--- src/rtl/rank_keeper.sv ---
module rank_keeper #(
  parameter int K       = 4,
  parameter int ROW_W   = 8,
  parameter int SCORE_W = 6
) (
  input  logic                 clk,
  input  logic                 rst_n,
  input  logic                 clear,
  input  logic                 cand_valid,
  output logic                 cand_ready,
  input  logic [ROW_W-1:0]     cand_row,
  input  logic [SCORE_W-1:0]   cand_score,
  output logic [K*ROW_W-1:0]   list_rows,
  output logic [K*SCORE_W-1:0] list_scores,
  output logic                 merge_pending
);

  localparam logic [ROW_W-1:0]   EMPTY_ROW   = '1;
  localparam logic [SCORE_W-1:0] EMPTY_SCORE = '0;

  logic [ROW_W-1:0]   row_q   [K];
  logic [SCORE_W-1:0] score_q [K];
  logic [ROW_W-1:0]   row_d   [K];
  logic [SCORE_W-1:0] score_d [K];
  logic [ROW_W-1:0]   hold_row;
  logic [SCORE_W-1:0] hold_score;
  logic               pend_q;
  logic [K-1:0]       beats;

  assign cand_ready    = !pend_q && !clear;
  assign merge_pending = pend_q;
  wire take = cand_valid && cand_ready;

  always_comb begin
    logic             prev_beat;
    logic [ROW_W-1:0] prev_row;
    logic [SCORE_W-1:0] prev_score;
    prev_beat  = 1'b0;
    prev_row   = hold_row;
    prev_score = hold_score;
    for (int i = 0; i < K; i++) begin
      beats[i] = (hold_score > score_q[i]) ||
                 ((hold_score == score_q[i]) && (hold_row < row_q[i]));
      row_d[i]   = row_q[i];
      score_d[i] = score_q[i];
      if (beats[i]) begin
        row_d[i]   = prev_beat ? prev_row   : hold_row;
        score_d[i] = prev_beat ? prev_score : hold_score;
      end
      prev_beat  = beats[i];
      prev_row   = row_q[i];
      prev_score = score_q[i];
    end
  end

  always_ff @(posedge clk or negedge rst_n) begin
    if (!rst_n) begin
      pend_q     <= 1'b0;
      hold_row   <= '0;
      hold_score <= '0;
      for (int i = 0; i < K; i++) begin
        row_q[i]   <= EMPTY_ROW;
        score_q[i] <= EMPTY_SCORE;
      end
    end else if (clear) begin
      pend_q <= 1'b0;
      for (int i = 0; i < K; i++) begin
        row_q[i]   <= EMPTY_ROW;
        score_q[i] <= EMPTY_SCORE;
      end
    end else begin
      pend_q <= take;
      if (take) begin
        hold_row   <= cand_row;
        hold_score <= cand_score;
      end
      if (pend_q) begin
        row_q   <= row_d;
        score_q <= score_d;
      end
    end
  end

  for (genvar g = 0; g < K; g++) begin : g_out
    assign list_rows[g*ROW_W +: ROW_W]       = row_q[g];
    assign list_scores[g*SCORE_W +: SCORE_W] = score_q[g];
  end

  logic order_ok;
  always_comb begin
    order_ok = 1'b1;
    for (int i = 1; i < K; i++)
      if (!((score_q[i-1] > score_q[i]) ||
            ((score_q[i-1] == score_q[i]) && (row_q[i-1] <= row_q[i]))))
        order_ok = 1'b0;
  end

  AST_ACCEPT_PENDS: assert property (@(posedge clk) disable iff (!rst_n)
    (cand_valid && cand_ready) |=> merge_pending);
  AST_PENDING_ONE_CYCLE: assert property (@(posedge clk) disable iff (!rst_n)
    merge_pending |=> !merge_pending);
  AST_LIST_ORDERED: assert property (@(posedge clk) disable iff (!rst_n)
    order_ok);
  AST_CLEAR_EMPTIES: assert property (@(posedge clk) disable iff (!rst_n)
    clear |=> (list_scores == '0 && list_rows == '1));
  AST_CLEAR_DROPS_PENDING: assert property (@(posedge clk) disable iff (!rst_n)
    clear |=> !merge_pending);
  AST_IDLE_HOLDS: assert property (@(posedge clk) disable iff (!rst_n)
    (!merge_pending && !clear) |=> ($stable(list_rows) && $stable(list_scores)));

endmodule

--- config.mk ---
export PLATFORM = sky130hd
export DESIGN_NAME = rank_keeper
export DESIGN_NICKNAME = d
export VERILOG_FILES = /design/src/rtl/rank_keeper.sv
export SDC_FILE = /design/constraint.sdc
export NUM_CORES = 1
export LEC_CHECK = 0
export BUFFER_PORTS_ARGS = -buffer_cell sky130_fd_sc_hd__buf_2
export CAP_MARGIN = 5
export CORE_ASPECT_RATIO = 0.5
export CORE_MARGIN = 3
export CORE_UTILIZATION = 55
export DETAILED_ROUTE_END_ITERATION = 10
export GPL_ROUTABILITY_DRIVEN = 0
export PLACE_DENSITY = 0.78
export RECOVER_POWER = 25
export SLEW_MARGIN = 20
export SYNTH_ARGS = -nofsm -noshare
export SYNTH_HDL_FRONTEND = slang
export SYNTH_SLANG_ARGS = --single-unit
--- constraint.sdc ---
create_clock -name clk -period 2.59 [get_ports clk]
set_clock_uncertainty 0.1 [all_clocks]
set_input_delay 0.3885 -clock clk [delete_from_list [all_inputs] [get_ports clk]]
set_output_delay 0.3885 -clock clk [all_outputs]
set_load 0.02 [all_outputs]
==> results of run 1 <==
flip-flops by register name (all words and copies together) (netlist names):
| name | count |
|---|---|
| hold_row | 8 |
| hold_score | 6 |
| list_rows | 32 |
| list_scores | 24 |
| merge_pending | 1 |
stage by stage:
| stage | setup WS (ps) | hold WS [ps] | utilization (%) | TNS (ps) | cell area (um2) |
|---|---|---|---|---|---|
| 3_3_place_gp | 140.9 | 334.4 | 65.55 | 0 | 5395 |
| 3_5_place_dp | 84.45 | 338.2 | 65.55 | 0 | 5395 |
| 4_1_cts | 60.78 | 153.5 | 68.99 | 0 | 5678 |
| 6_report | 59.64 | 175.0 | 69.41 | 0 | 5713 |
| 2_1_floorplan | 136.7 | -7.091 | - | 0 | 4790 |
| 5_1_grt | -41.48 | 175.8 | 69.41 | -285.6 | 5713 |
layout make-up:
cell class	count	share of cell area, %
multi-input cells	319	46.43
flip-flops and latches	71	31.89
repair buffers	102	10.91
clock buffers	15	4.687
inverters	54	3.548
well taps	112	2.453
clock inverters	1	0.08760
cells by family after synthesis:
| family | after synthesis |
|---|---|
| simple gates | 101 |
| flops | 71 |
| buf+inv | 78 |
| mux | 47 |
| compound gates | 119 |
| fa+ha+maj | 52 |
where the power goes:
part	internal [uW]	leakage [uW]	switching [uW]
clock	700	0.000134	447
combinational	774	0.00177	993
sequential	1270	0.000841	209
repair_timing:
| action | 4_1_cts | 5_1_grt |
|---|---|---|
| gates resized for setup | 0 | 14 |
| hold endpoints to repair | 29 | 0 |
| setup endpoints to repair | 0 | 39 |
| hold buffers | 1 | 0 |
worst max-delay path, delay by kind of cell, from the launching register on:
family	cells	cell delay [ps]
adder cells (fa/ha/maj)	1	230
flip-flops	1	550
buffers and inverters	2	240
AND/OR/NAND/NOR	1	60
AO/OA/AOI/OAI	5	1270
cell usage after synthesis, drive strengths merged, types with 2 or more instances:
| library cell | number |
|---|---|
| a2bb2oi | 9 |
| o31ai | 5 |
| ha | 52 |
| nor2b | 5 |
| mux2i | 34 |
| a211oi | 7 |
| a22oi | 8 |
| nand3 | 17 |
| nand2 | 16 |
| o2111ai | 6 |
| nand4 | 3 |
| dfrtp | 39 |
| clkbuf | 12 |
| and3 | 2 |
| nand2b | 4 |
| a21o | 2 |
| o22ai | 6 |
| inv | 54 |
| o21ai | 27 |
| mux2 | 13 |
| a311oi | 6 |
| nor3 | 13 |
| a2111oi | 3 |
| nor2 | 33 |
| a221oi | 2 |
| dfstp | 32 |
| a31oi | 9 |
| or3 | 2 |
| o211ai | 6 |
| o21a | 4 |
| and2 | 2 |
| buf | 12 |
| a21oi | 12 |
final timing paths:
check	endpoint
max in group asynchronous	hold_score[4]$_DFFE_PN0P_
worst min register to register	list_rows[25]$_DFFE_PN1P_
min in group asynchronous	list_scores[23]$_DFFE_PN0P_
worst max-delay path	list_rows[21]$_DFFE_PN1P_
worst max register to register	list_rows[21]$_DFFE_PN1P_
worst min-delay path	hold_score[0]$_DFFE_PN0P_
routing by layer:
layer,part of all wire [%],wire length (um)
met1,47,5730
met2,45,5491
met3,6.9,838
met4,1.1,133
met5,0,0
==> results.json, run 1 <==
{
  "die_area_um2": 9932,
  "synth_top_cell_area_share_pct": 20.38,
  "port_buffers": 75,
  "cts_max_level": 3,
  "clk_path_buf_depth": 2,
  "synth_compound_area_share_pct": 19.91,
  "finalSetupViolCount": 0,
  "grt-busiest-layer": "met2",
  "relSlewSlack_pct": -3.001,
  "wl_per_cell_um": 18.09,
  "crit_path_max_fanout": 7,
  "use_met3_pct": 6.302,
  "crit_required_ps": 2740,
  "cts_root_buf": "clkbuf_16",
  "mostFrequentLayoutCells": "buf_2, inv_1, ha_1",
  "layoutNonFillerInstCount": 674,
  "cp-end-kind": "register",
  "max_freq_mhz": 395.2,
  "row_count": 23,
  "path_clk_slew_ps": 60,
  "clock_latency_ps": 340,
  "start_util_pct": 58.19,
  "ys_ff_latch": 71,
  "use_met1_pct": 37.38,
  "leakagePower_uw": 0.002749,
  "synth_adder_area_share_pct": 13.58,
  "period_needed_ps": 2530,
  "cts_setup_buffers": 0,
  "synth_edf_count": 0,
  "r2r_cells": 9,
  "syn_area_per_cell_um2": 10.23,
  "hold_path.class": "input pin to register",
  "nNetsFinal": 627,
  "total_power_uw": 4398,
  "violations": "max-capacitance violations, max-slew violations",
  "synth_cell_types": 62,
  "drive_above_1_share_pct": 34.16,
  "synth_area_leaders": "dfrtp_1, dfstp_2, ha_1, mux2i_1, inv_1",
  "status": "complete, but fails checks",
  "ant_nets": 0,
  "muxShareOfSynthArea_pct": 10.16,
  "clock_sinks": 71,
  "gr-usage-met2_pct": 39.63,
  "cellPowerDensity_nw_per_um2": 769.8,
  "ios": 76,
  "synth-main-ff-cell": "dfrtp_1",
  "fp.dieW_um": 138.0,
  "syn-num-nets": 538,
  "area_delta_synth_final_pct": 19.28,
  "yosys.area_share.xor_xnor_pct": 0,
  "seq_area_um2": 1822,
  "reg2reg_from": "list_rows[19]$_DFFE_PN1P_",
  "ys_seq_area_share_pct": 37.93,
  "maxSlewViolCount": 72,
  "startpoint": "list_rows[19]$_DFFE_PN1P_",
  "vias": 4006,
  "maxCapViolations": 1,
  "holdPathStages": 3,
  "drc": 0,
  "crit_type": "register to register",
  "synthSimpleGateAreaFrac_pct": 10.95,
  "first_iter_violations": 420,
  "cp_data_arrival_time_ps": 2680,
  "post-place-cells": 657,
  "gr-usage-all-layers_pct": 25.88,
  "core_area_um2": 8230,
  "critPathSlowestCell": "dfstp_2",
  "cts_buffers": 9,
  "fp.dieH_um": 71.99,
  "min_from": "cand_score[0]",
  "critPathMaxStageDelay_ps": 550,
  "cp_cell_sequence": "inv_1, ha_1, a211oi_2, o21ai_2, a2111oi_4, a32o_2, nor2_1, buf_4, a22oi_1",
  "peakVddDrop_v": 0.0004035,
  "synthArstFlopShare_pct": 100.0,
  "grt_pass1_vias": 3988,
  "ys_warn_count": 0,
  "synth_top_family_by_area": "compound AO/OA/AOI/OAI gates",
  "synth_area_um2": 4790,
  "rsz0062_at_grt": "yes",
  "tightestPinTransition_ps": 1545,
  "antenna_found_initial": 0,
  "synth_largest_area_cell": "dfrtp_1",
  "grt_pass1_wl_mm": 19.96,
  "r2r_slack_ps": 60,
  "fin_crit_sh_pct": 97.70,
  "hold_viol_final": 0,
  "overflow": 0,
  "via_per_inst": 5.944,
  "netlist_instances": 468,
  "critPathLaunchType": "register",
  "cts_tree": "yes",
  "wirelength_mm": 12.19,
  "multi_input_area_um2": 2653,
  "grt_max_degree": 72,
  "fill_cells": 650,
  "place_hpwl_mm": 8.972,
  "n_antenna_cell": 0,
  "mostFrequentLayoutCell": "buf_2",
  "drtPass1Iterations": 5
}
Note: power is estimated with default switching activity, not from simulation.
==> run 2, diff against run 1 <==
--- a/config.mk
+++ b/config.mk
@@ -12,7 +12,7 @@
 export CORE_UTILIZATION = 55
 export DETAILED_ROUTE_END_ITERATION = 10
 export GPL_ROUTABILITY_DRIVEN = 0
-export PLACE_DENSITY = 0.78
+export PLACE_DENSITY_LB_ADDON = 0.08
 export RECOVER_POWER = 25
 export SLEW_MARGIN = 20
 export SYNTH_ARGS = -nofsm -noshare
==> results.json, run 2 (synthesized netlist as in run 1, its figures left out) <==
{
  "ios": 76,
  "period_needed_ps": 2476,
  "leakagePower_uw": 0.002783,
  "pwr-share-seq_pct": 33.4,
  "ant_nets": 0,
  "cp-end-kind": "register",
  "cp_data_arrival_time_ps": 2630,
  "start_util_pct": 58.19,
  "first_iter_violations": 222,
  "n_antenna_cell": 0,
  "die_area_um2": 9932,
  "p_int_uw": 2781,
  "max_freq_mhz": 404.0,
  "p_switching_uw": 1663,
  "overflow": 0,
  "tightestPinTransition_ps": 1564,
  "r2r_slack_ps": 110,
  "power_frac_clock_pct": 26.8,
  "clock_latency_ps": 340,
  "drive_above_1_share_pct": 34.63,
  "antenna_found_initial": 0,
  "hold_viol_final": 0,
  "critPathSlowestCell": "dfrtp_2",
  "hold_ws_ps": 186.6,
  "holdPathStages": 2,
  "multi_input_area_um2": 2653,
  "seq_area_um2": 1822,
  "relSlewSlack_pct": -4.273,
  "post-place-cells": 661,
  "clock_sinks": 71,
  "place_hpwl_mm": 9.162,
  "grt_max_degree": 72,
  "clk_path_buf_depth": 2,
  "critPathMaxStageDelay_ps": 480,
  "cellPowerDensity_nw_per_um2": 769.0,
  "nNetsFinal": 631,
  "mostFrequentLayoutCell": "buf_2",
  "largest_reg_flops": 32,
  "wl_met2_mm": 5.115,
  "total_power_uw": 4444,
  "crit_required_ps": 2740,
  "grt_pass1_wl_mm": 20.14,
  "hold_path.class": "input pin to register",
  "cts_setup_buffers": 0,
  "rr_endpoint": "list_rows[30]$_DFFE_PN1P_",
  "gr-usage-all-layers_pct": 26.24,
  "whs_endpoint": "hold_score[5]$_DFFE_PN0P_",
  "vias": 3931,
  "area_delta_synth_final_pct": 20.66,
  "wl_per_cell_um": 18.37,
  "maxCapViolations": 1,
  "fin_crit_sh_pct": 95.58,
  "cts_root_buf": "clkbuf_16",
  "finalSetupViolCount": 0,
  "layoutNonFillerInstCount": 678,
  "r2r_cells": 9,
  "drtPass1Iterations": 5,
  "mostFrequentLayoutCells": "buf_2, inv_1, ha_1",
  "fp.dieH_um": 71.99,
  "critPathLaunchType": "register",
  "comb_power_share_pct": 39.8,
  "cts_buffers": 9,
  "min_from": "cand_score[5]",
  "layout_setup_ws_ps": 114.5,
  "core_area_um2": 8230,
  "peakVddDrop_v": 0.0003763,
  "row_count": 23,
  "fill_cells": 628,
  "maxUsedRoutingLayer": "met4",
  "port_buffers": 75,
  "cp_cell_sequence": "buf_4, ha_1, and4_1, nand3_2, a2111oi_2, o21a_1, or3_1, buf_12, a2bb2oi_1",
  "fp.dieW_um": 138.0,
  "post-route-util_pct": 70.22,
  "crit_type": "register to register",
  "dr_wl_met3_um": 882,
  "violations": "max-capacitance violations, max-slew violations",
  "dpl_worst_slack_ps": 89.47,
  "wl_met1_mm": 6.314,
  "path_clk_slew_ps": 50,
  "status": "complete, but fails checks",
  "p_sw_share_pct": 37.42,
  "wirelength_mm": 12.45,
  "cts_max_level": 3,
  "maxSlewViolCount": 72,
  "grt_pass1_vias": 3883,
  "crit_path_max_fanout": 11,
  "cts_tree": "yes",
  "drc": 0,
  "reg2reg_from": "hold_score[2]$_DFFE_PN0P_",
  "via_per_inst": 5.798
}
-- run 2: changes by cell type in the layout (fill, tap and decap cells not counted), sizes merged --
cell	before	now
clkbuf	15	14
buf	101	105
inv	54	55
clkinv	1	0
clkinvlp	0	1
-- run 2: area by class of cell --
cell class / count / share of cell area [%]
Inverter: 54 / 3.507
Clock inverter: 2 / 0.2381
Clock buffer: 14 / 4.741
Timing Repair Buffer: 106 / 11.67
Tap cell: 112 / 2.425
Multi-Input combinational cell: 319 / 45.90
Sequential cell: 71 / 31.52
-- run 2: power by group through the flow --
stage / Combinational (uW) / Clock (uW) / Sequential, uW
after floorplan: 1170 / 0 / 1530
after global placement: 1700 / 0 / 1480
after detailed placement: 1740 / 0 / 1490
after CTS: 1750 / 1200 / 1470
after global routing: 1960 / 1250 / 1510
final: 1770 / 1190 / 1480
-- run 2: what timing repair did --
action	CTS	global route
gates resized for setup	0	11
hold buffers	1	0
endpoints found under the setup margin	0	25
hold endpoints to repair	17	0
-- run 2: worst max-delay path: cells and delay by family, from the launching register on --
kind / cells / cell delay, ps
AND/OR/NAND/NOR: 3 / 480
adder cells (fa/ha/maj): 1 / 260
AO/OA/AOI/OAI: 3 / 760
buffers and inverters: 2 / 320
flip-flops: 1 / 480
-- run 2: worst max-delay path by stage --
stage                                   start                     endpoint  slack, ps  cells past startpoint
detailed placement  hold_score[2]$_DFFE_PN0P_    list_rows[30]$_DFFE_PN1P_         90                      9
global placement    list_rows[18]$_DFFE_PN1P_  list_scores[14]$_DFFE_PN0P_        140                      9
finish              hold_score[2]$_DFFE_PN0P_    list_rows[30]$_DFFE_PN1P_        110                      9
global route          hold_row[5]$_DFFE_PN0P_    list_rows[23]$_DFFE_PN1P_        -10                      7
floorplan           list_rows[18]$_DFFE_PN1P_  list_scores[17]$_DFFE_PN0P_        140                      9
CTS                 hold_score[2]$_DFFE_PN0P_    list_rows[30]$_DFFE_PN1P_         80                      9
-- run 2: metal layers --
metal  global-route usage, %  vias to the layer above
li1                        -                     1906
met1                   40.42                     1879
met2                   37.04                      128
met3                   6.440                       18
met4                   6.462                        0
met5                       0                        -
-- run 2: stage by stage --
stage	setup TNS [ps]	area (um2)
after detailed placement	0	5450
after CTS	0	5748
after global routing	-9.914	5779
after floorplan	0	4790
final	0	5779
after global placement	0	5450
==> run 3, diff against run 2 <==
--- a/config.mk
+++ b/config.mk
@@ -5,6 +5,7 @@
 export SDC_FILE = /design/constraint.sdc
 export NUM_CORES = 1
 export LEC_CHECK = 0
+export ABC_AREA = 1
 export BUFFER_PORTS_ARGS = -buffer_cell sky130_fd_sc_hd__buf_2
 export CAP_MARGIN = 5
 export CORE_ASPECT_RATIO = 0.5
@@ -18,3 +19,4 @@
 export SYNTH_ARGS = -nofsm -noshare
 export SYNTH_HDL_FRONTEND = slang
 export SYNTH_SLANG_ARGS = --single-unit
+export TNS_END_PERCENT = 20
==> results.json, run 3 <==
{
  "clk_path_buf_depth": 2,
  "syn_area_per_cell_um2": 7.320,
  "n_antenna_cell": 0,
  "relSlewSlack_pct": 15.89,
  "first_iter_violations": 231,
  "clock_sinks": 71,
  "holdPathStages": 3,
  "finalSetupViolCount": 0,
  "rsz0062_at_grt": "no",
  "status": "complete, no violations",
  "synth_area_leaders": "dfrtp_1, nand2_1, dfstp_2, ha_1, nor2_1",
  "timing.setup.tns_ps": 0,
  "nNetsFinal": 820,
  "ys_warn_count": 0,
  "timing.critical_path.mode_cell": "nand2_1",
  "mostFrequentLayoutCell": "nand2_1",
  "cts_resized": 0,
  "r2r_cells": 11,
  "fp.dieH_um": 72.73,
  "cellPowerDensity_nw_per_um2": 705.6,
  "path_clk_slew_ps": 60,
  "leakagePower_uw": 0.003242,
  "cp_cell_sequence": "inv_1, ha_1, a21oi_1, nor2_1, nor3_2, nand3_4, nand2_4, nand3_2, inv_2, nand2_1, nand2_1",
  "drtPass1Iterations": 5,
  "r2r_slack_ps": 200,
  "wl_per_cell_um": 13.79,
  "via_per_inst": 5.069,
  "critPathMaxStageDelay_ps": 560,
  "synth_area_um2": 4897,
  "ys_ff_latch": 71,
  "syn-num-nets": 739,
  "wirelength_mm": 11.96,
  "peakVddDrop_v": 0.0003878,
  "mostFrequentLayoutCells": "nand2_1, nor2_1, inv_1",
  "row_count": 23,
  "gr-usage-all-layers_pct": 25.04,
  "ios": 76,
  "core_area_um2": 8317,
  "tightestPinTransition_ps": 1262,
  "maxSlewViolCount": 0,
  "reg2reg_from": "list_rows[21]$_DFFE_PN1P_",
  "post-route-util_pct": 68.30,
  "drive_above_1_share_pct": 19.60,
  "synthArstFlopShare_pct": 100.0,
  "min_from": "cand_score[2]",
  "yosys-top-cells-count": "nand2_1, nor2_1, inv_1",
  "synth_edf_count": 0,
  "max_freq_mhz": 419.3,
  "grt_pass1_vias": 4074,
  "area_delta_synth_final_pct": 15.99,
  "period_needed_ps": 2385,
  "grt_max_degree": 50,
  "place_hpwl_mm": 9.208,
  "whs_endpoint": "hold_score[2]$_DFFE_PN0P_",
  "cp-end-kind": "register",
  "maxCapViolations": 0,
  "overflow": 0,
  "ys_seq_area_share_pct": 37.10,
  "largest_reg_flops": 32,
  "cts_root_buf": "clkbuf_16",
  "synth_cell_types": 31,
  "cp_data_arrival_time_ps": 2570,
  "clock_latency_ps": 340,
  "fp.dieW_um": 139.4,
  "crit_type": "register to register",
  "antenna_found_initial": 0,
  "die_area_um2": 10140,
  "rr_endpoint": "list_scores[14]$_DFFE_PN0P_",
  "netlist_instances": 669,
  "port_buffers": 75,
  "hold_path.class": "input pin to register",
  "vias": 4395,
  "drc": 0,
  "cts_max_level": 3,
  "crit_path_max_fanout": 16,
  "cts_tree": "yes",
  "critPathLaunchType": "register",
  "fin_crit_sh_pct": 92.09,
  "synth_most_common_cell": "nand2_1",
  "cts_buffers": 9,
  "synth_largest_area_cell": "dfrtp_1",
  "crit_required_ps": 2770,
  "critPathSlowestCell": "dfstp_2",
  "synth_top_cell_area_share_pct": 19.93,
  "ant_nets": 0,
  "hold_viol_final": 0,
  "synth-main-ff-cell": "dfrtp_1",
  "start_util_pct": 58.88,
  "grt_pass1_wl_mm": 20.03
}
run 3: cell count changes after synthesis, sizes merged, moves of 17 or more:
cell	change
nand2	+223
nor2	+54
nand3	+41
mux2i	-34
inv	+24
a21oi	+21
o21ai	-17
run 3: worst max path at each step:
stage | to | cells past startpoint | startpoint
finish | list_scores[14]$_DFFE_PN0P_ | 11 | list_rows[21]$_DFFE_PN1P_
global route | list_scores[14]$_DFFE_PN0P_ | 11 | list_rows[21]$_DFFE_PN1P_
CTS | list_scores[13]$_DFFE_PN0P_ | 11 | list_rows[21]$_DFFE_PN1P_
detailed placement | list_scores[13]$_DFFE_PN0P_ | 11 | list_rows[21]$_DFFE_PN1P_
global placement | list_scores[14]$_DFFE_PN0P_ | 9 | hold_score[3]$_DFFE_PN0P_
floorplan | list_scores[12]$_DFFE_PN0P_ | 11 | list_rows[21]$_DFFE_PN1P_
run 3: repair_timing:
item	in CTS	in global routing
setup buffers	0	0
endpoints found under the hold margin	9	0
hold buffers	1	0
run 3: cell families after synthesis:
group           synth area share [%]
flops                          37.10
fa+ha+maj                      13.29
compound gates                 5.851
buf+inv                        8.431
simple gates                   35.33
run 3: metal layers:
layer  GRT usage (%)  up-vias  wire length (um)
met5               0        -                 0
met4           6.508        0               138
met3           6.152       12               760
met2           37.91      119              4893
met1           36.36     1981              6167
li1                -     2283                 -
run 3: worst max-delay path, delay by kind of cell (launching register included):
| kind | cells | cell delay (ps) |
|---|---|---|
| AND/OR/NAND/NOR | 7 | 1020 |
| flip-flops | 1 | 560 |
| AO/OA/AOI/OAI | 1 | 130 |
| buffers and inverters | 2 | 230 |
| adder cells (fa/ha/maj) | 1 | 300 |
run 3: layout make-up:
type,count,area (um2)
clock buffers,10,229.0
repair buffers,87,459.2
fillers,728,2636
multi-input cells,502,2668
inverters,79,296.5
flip-flops and latches,71,1817
clock inverters,6,71.32
well taps,112,140.1
run 3: power breakdown:
group          internal (uW)  switching [uW]  leakage (uW)
Clock                    750             488      0.000139
Combinational            470             861       0.00225
Sequential              1260             181      0.000857
run 3: metrics by stage:
step / setup slack [ps] / power, uW / instance area, um2 / cells / hold slack [ps]
floorplan: 556.3 / 2419 / 4897 / 669 / -7.091
global placement: 300.8 / 2742 / 5391 / 850 / 293.9
detailed placement: 233.2 / 2775 / 5391 / 850 / 295.2
global route: 4.626 / 4289 / 5680 / 867 / 140.2
finish: 204.8 / 4008 / 5680 / 867 / 141.3
CTS: 212.7 / 4027 / 5702 / 867 / 134.6
